===== config.mk =====
export PLATFORM = sky130hd
export DESIGN_NAME = acc_port_seg
export DESIGN_NICKNAME = d
export VERILOG_FILES = /design/src/rtl/acc_port_pkg.sv /design/src/rtl/seg_decode.sv /design/src/rtl/seg_reg.sv /design/src/rtl/seg_slice.sv /design/src/rtl/acc_port_seg.sv
export SDC_FILE = /design/constraint.sdc
export NUM_CORES = 1
export LEC_CHECK = 0
export BUFFER_PORTS_ARGS = -buffer_cell sky130_fd_sc_hd__buf_2
export CORE_MARGIN = 3
export CORE_UTILIZATION = 45
export CTS_CLUSTER_DIAMETER = 150
export DETAILED_ROUTE_END_ITERATION = 8
export GPL_TIMING_DRIVEN = 0
export PLACE_DENSITY_LB_ADDON = 0.12
export SETUP_SLACK_MARGIN = 0.02
export SLEW_MARGIN = 20
export SYNTH_ARGS = -nofsm -noshare
export SYNTH_HDL_FRONTEND = slang
export SYNTH_SLANG_ARGS = --single-unit
export TNS_END_PERCENT = 50

===== constraint.sdc =====
create_clock -name clk -period 2.24 [get_ports clk]
set_clock_uncertainty 0.1 [all_clocks]
set_input_delay 0.224 -clock clk [delete_from_list [all_inputs] [get_ports clk]]
set_output_delay 0.224 -clock clk [all_outputs]
set_load 0.01 [all_outputs]

===== src/rtl/acc_port_pkg.sv =====
`timescale 1ns/1ps
package acc_port_pkg;

  typedef enum logic [1:0] {
    SEG_IDLE    = 2'd0,
    SEG_DRIVE   = 2'd1,
    SEG_PRELOAD = 2'd2
  } seg_mode_e;

  // Per-section mode from the shared preload control and the section's
  // active-low enable; the enable's meaning flips with the preload control.
  function automatic seg_mode_e seg_mode(input logic preload, input logic oe_n);
    if (preload) return oe_n ? SEG_PRELOAD : SEG_IDLE;
    else         return oe_n ? SEG_IDLE    : SEG_DRIVE;
  endfunction

endpackage


===== src/rtl/seg_decode.sv =====
`timescale 1ns/1ps
module seg_decode
  import acc_port_pkg::*;
(
  input  logic preload,
  input  logic oe_n,
  output logic drive,
  output logic pl_wr
);

  seg_mode_e mode;

  always_comb begin
    mode  = seg_mode(preload, oe_n);
    drive = (mode == SEG_DRIVE);
    pl_wr = (mode == SEG_PRELOAD);
  end

endmodule


===== src/rtl/seg_reg.sv =====
`timescale 1ns/1ps
module seg_reg #(
  parameter int W = 16
) (
  input  logic         clk,
  input  logic         rst,
  input  logic         strobe,
  input  logic         preload,
  input  logic         pl_wr,
  input  logic [W-1:0] d_pl,
  input  logic [W-1:0] d_sum,
  output logic [W-1:0] q
);

  always_ff @(posedge clk) begin
    if (rst) begin
      q <= '0;
    end else if (strobe) begin
      if (!preload)   q <= d_sum;
      else if (pl_wr) q <= d_pl;
    end
  end

  AST_PL_WRITE:   assert property (@(posedge clk) disable iff (rst)
                    (strobe && preload && pl_wr) |=> (q == $past(d_pl)));
  AST_PL_HOLD:    assert property (@(posedge clk) disable iff (rst)
                    (strobe && preload && !pl_wr) |=> $stable(q));
  AST_SUM_LOAD:   assert property (@(posedge clk) disable iff (rst)
                    (strobe && !preload) |=> (q == $past(d_sum)));
  AST_IDLE_HOLD:  assert property (@(posedge clk) disable iff (rst)
                    !strobe |=> $stable(q));
  AST_RESET_ZERO: assert property (@(posedge clk)
                    rst |=> (q == '0));

endmodule


===== src/rtl/seg_slice.sv =====
`timescale 1ns/1ps
module seg_slice #(
  parameter int W = 16
) (
  input  logic         clk,
  input  logic         rst,
  input  logic         strobe,
  input  logic         preload,
  input  logic         oe_n,
  input  logic [W-1:0] pin_i,
  input  logic [W-1:0] sum_part,
  output logic [W-1:0] pin_o,
  output logic         pin_oe
);

  logic pl_wr;

  seg_decode u_dec (
    .preload (preload),
    .oe_n    (oe_n),
    .drive   (pin_oe),
    .pl_wr   (pl_wr)
  );

  seg_reg #(.W(W)) u_reg (
    .clk     (clk),
    .rst     (rst),
    .strobe  (strobe),
    .preload (preload),
    .pl_wr   (pl_wr),
    .d_pl    (pin_i),
    .d_sum   (sum_part),
    .q       (pin_o)
  );

  AST_NO_DRIVE_ON_WRITE: assert property (@(posedge clk) disable iff (rst)
                           pl_wr |-> !pin_oe);

endmodule


===== src/rtl/acc_port_seg.sv =====
`timescale 1ns/1ps
module acc_port_seg #(
  parameter int EXT_W = 3,
  parameter int HI_W  = 16,
  parameter int LO_W  = 16,
  localparam int ACC_W = EXT_W + HI_W + LO_W
) (
  input  logic             clk,
  input  logic             rst,
  input  logic             strobe,
  input  logic             preload,
  input  logic             ext_oe_n,
  input  logic             hi_oe_n,
  input  logic             lo_oe_n,
  input  logic [ACC_W-1:0] sum_in,
  input  logic [EXT_W-1:0] ext_pin_i,
  input  logic [HI_W-1:0]  hi_pin_i,
  input  logic [LO_W-1:0]  lo_pin_i,
  output logic [EXT_W-1:0] ext_pin_o,
  output logic [HI_W-1:0]  hi_pin_o,
  output logic [LO_W-1:0]  lo_pin_o,
  output logic             ext_pin_oe,
  output logic             hi_pin_oe,
  output logic             lo_pin_oe,
  output logic             y_ready
);

  localparam int HI_LSB  = LO_W;
  localparam int EXT_LSB = LO_W + HI_W;

  seg_slice #(.W(EXT_W)) u_ext (
    .clk (clk), .rst (rst), .strobe (strobe), .preload (preload),
    .oe_n (ext_oe_n), .pin_i (ext_pin_i),
    .sum_part (sum_in[EXT_LSB +: EXT_W]),
    .pin_o (ext_pin_o), .pin_oe (ext_pin_oe)
  );

  seg_slice #(.W(HI_W)) u_hi (
    .clk (clk), .rst (rst), .strobe (strobe), .preload (preload),
    .oe_n (hi_oe_n), .pin_i (hi_pin_i),
    .sum_part (sum_in[HI_LSB +: HI_W]),
    .pin_o (hi_pin_o), .pin_oe (hi_pin_oe)
  );

  seg_slice #(.W(LO_W)) u_lo (
    .clk (clk), .rst (rst), .strobe (strobe), .preload (preload),
    .oe_n (lo_oe_n), .pin_i (lo_pin_i),
    .sum_part (sum_in[LO_W-1:0]),
    .pin_o (lo_pin_o), .pin_oe (lo_pin_oe)
  );

  assign y_ready = ~lo_pin_oe;

  AST_PRELOAD_QUIET: assert property (@(posedge clk) disable iff (rst)
                       preload |-> !(ext_pin_oe || hi_pin_oe || lo_pin_oe));
  AST_DRIVE_ENABLED: assert property (@(posedge clk) disable iff (rst)
                       (!preload && !hi_oe_n) |-> hi_pin_oe);
  AST_Y_FREE:        assert property (@(posedge clk) disable iff (rst)
                       (preload || lo_oe_n) |-> y_ready);

endmodule


==> metrics.md <==
| Metric | Value |
|---|---|
| GRT Residual Overflow | 0 |
| Final period utilization | 55.3% |
| Sequential area share after synthesis | 39.2% |
| GR Util met1 | 23.9% |
| Detailed-route via count | 1688 |
| Slew @ Worst Pin | 712 ps |
| CP Launch Point | preload |
| # resized after CTS | 0 |
| Peak VDD IR | 0.324 mV |
| Vias in the first global route | 1683 |
| Syn_area_per_cell | 10.5 µm² |
| Initial antenna violation count | 0 |
| Crit end category | output pin |
| Max_cap viols | 0 |
| Critical R2R Launch | u_lo.u_reg.q[4]$_SDFFE_PP0P_ |
| Slew Viols, Final | 0 |
| Root Buffer | clkbuf_8 |
| Layout cells sized above 1 | 52.7% |
| All-Layer GR Usage | 19.6% |
| Drt total wl | 4560 µm |
| CTS Hold Bufs | 0 |
| Net count, final | 368 |
| Total power | 0.00155 W |
| Ys Warns | 0 |
| Share of the synthesized area in the top cell type | 39.2% |
| Setup repair after global routing missed its margin | no |
| Worst-skew pair later-pin latency | 280 ps |
| Global-route wire length before repair | 7720 µm |
| Post-synthesis sequential element count | 35 |
| Fin crit period | 1240 ps |
| WL/cell | 13.4 µm |
| Final Util | 67.3% |
| GP Congestion | 0.713 |
| Clock Sinks | 35 |
| Critical path required time | 1920 ps |
| CTS Buf Count | 5 |
| Top cells by area, synth | dfxtp_1, mux2i_1, a211oi_2 |
| Final HPWL DP | 3480 µm |
| Syn_nets | 247 |
| Final hold violations | 0 |
| Crit-path slowest cell | buf_2 |
| Setup_tns | 0 ps |
| Core Box Area | 0.00374 mm² |
| Startpoint types | primary input |
| CTS clk-pin slew, worst paths | 70 ps |
| Cell Rows | 22 |
| Power per cell area | 616 mW/mm² |
| PortBufs | 114 |
| Max Buffers Root-to-Sink | 2 |
| Setup Crit Path Kind | in -> out |
| Initial Utilization | 47.8% |
| Library cells used by synthesis | 16 |
| Critical-path maximum fanout | 10 |
| Total iterations of the first detailed-routing run | 4 |
| # H-tree levels | 2 |
| Number of top-level pins | 116 |
| DRC | 0 |
| Horiz. Die Dim | 69.1 µm |
| Placed cell count | 332 |
| P_leak | 1.24 nW |
| Outcome | complete, no violations |
| Fin cells | 340 |
| CP cell instances | buf_2 -> buf_2 -> nor2_1 -> inv_1 -> buf_2 |
| Diodes inserted | 0 |
| Slew headroom | 52.5% |
| DIE AREA | 0.00477 mm² |
| # Post-CTS Setup Buffers | 0 |
| Largest net degree at the start of global routing | 11 |
| Hold Path Class | in -> reg |
| Final setup vio count | 0 |
| Die Y | 69.1 µm |
| Hold Startpoint | sum_in[26] |
| Post-Synthesis Cells | 170 |
| DR iter-0 viols | 91 |
| Cell mode on critical path | buf_2 |
| Worst EP arrival | 920 ps |
| Grt peak-use layer | met2 |
| ANT nets after route | 0 |
| Global Route met3 Usage | 8.60% |
| Vias per cell | 4.96 |
| CTS tree | yes |
| Area growth from synthesis to layout | 40.8% |
| Area leader, netlist | dfxtp_1 |
| GRT met2 Usage | 31.6% |
| Fmax | 0.807 GHz |
| CP max stage delay | 280 ps |
| Post-Syn Area | 0.00179 mm² |
area by class of cell:
cell class / count / area, µm²
Timing Repair Buffer: 114 / 571
Clock buffer: 8 / 100
Tap cell: 48 / 60.1
Inverter: 1 / 3.75
Sequential cell: 35 / 701
Buffer: 20 / 141
Fill cell: 331 / 1220
Multi-Input combinational cell: 114 / 943
layer usage:
layer / vias to the layer above / wire length [µm]
met2: 77 / 2130
met4: 0 / 16
met3: 2 / 420
met5: - / 0
li1: 876 / -
met1: 733 / 1980
critical path, delay by kind of cell:
family,cells,cell delay (ps)
and+or+nand+nor,1,100
buffers and inverters,4,590
synthesized netlist by cell type:
cell type	number
and2_4	2
a211oi_1	15
or2b_1	1
nand2b_1	2
buf_4	1
buf_1	2
mux2i_1	35
a211oi_2	20
nor2_1	3
buf_2	2
inv_1	1
clkbuf_1	7
a21oi_1	35
buf_6	8
dfxtp_1	35
and2_1	1
cells in the final DEF (no fill, tap or decap), drive strengths merged:
master | synthesis | layout
nor2 | 3 | 3
mux2i | 35 | 35
nand2b | 2 | 2
and2 | 3 | 3
clkbuf | 7 | 15
inv | 1 | 1
dfxtp | 35 | 35
or2b | 1 | 1
a21oi | 35 | 35
a211oi | 35 | 35
buf | 13 | 127
where the power goes:
group	switching, W	internal (W)
clock	0.000207	0.000280
sequential	0.0000228	0.000673
combinational	0.000188	0.000182
total	0.000417	0.00114
path summary, 6_finish.rpt:
path	to	slack, ps	depth (start not counted)
setup / recovery	y_ready	1000	5
hold / removal	u_hi.u_reg.q[10]$_SDFFE_PP0P_	170	3
setup reg to reg	u_lo.u_reg.q[4]$_SDFFE_PP0P_	1460	2
hold reg to reg	u_lo.u_reg.q[0]$_SDFFE_PP0P_	410	2
registers in the layout (all words and copies together) (netlist names):
signal         flops
u_hi.u_reg.q      16
u_lo.u_reg.q      16
u_ext.u_reg.q      3
cell families after synthesis:
group / share of synthesized area, %
flops: 39.2
simple gates: 3.08
compound gates: 30.1
buf+inv: 8.11
mux: 19.6
stage by stage:
stage	area (µm²)	hold WS [ps]	worst slack, ps
floorplan	1790	359	1030
global placement	2420	406	772
detailed placement	2420	416	751
CTS	2520	172	993
global route	2520	178	905
finish	2520	173	1000
No activity file was read; power rests on OpenSTA's default activity.
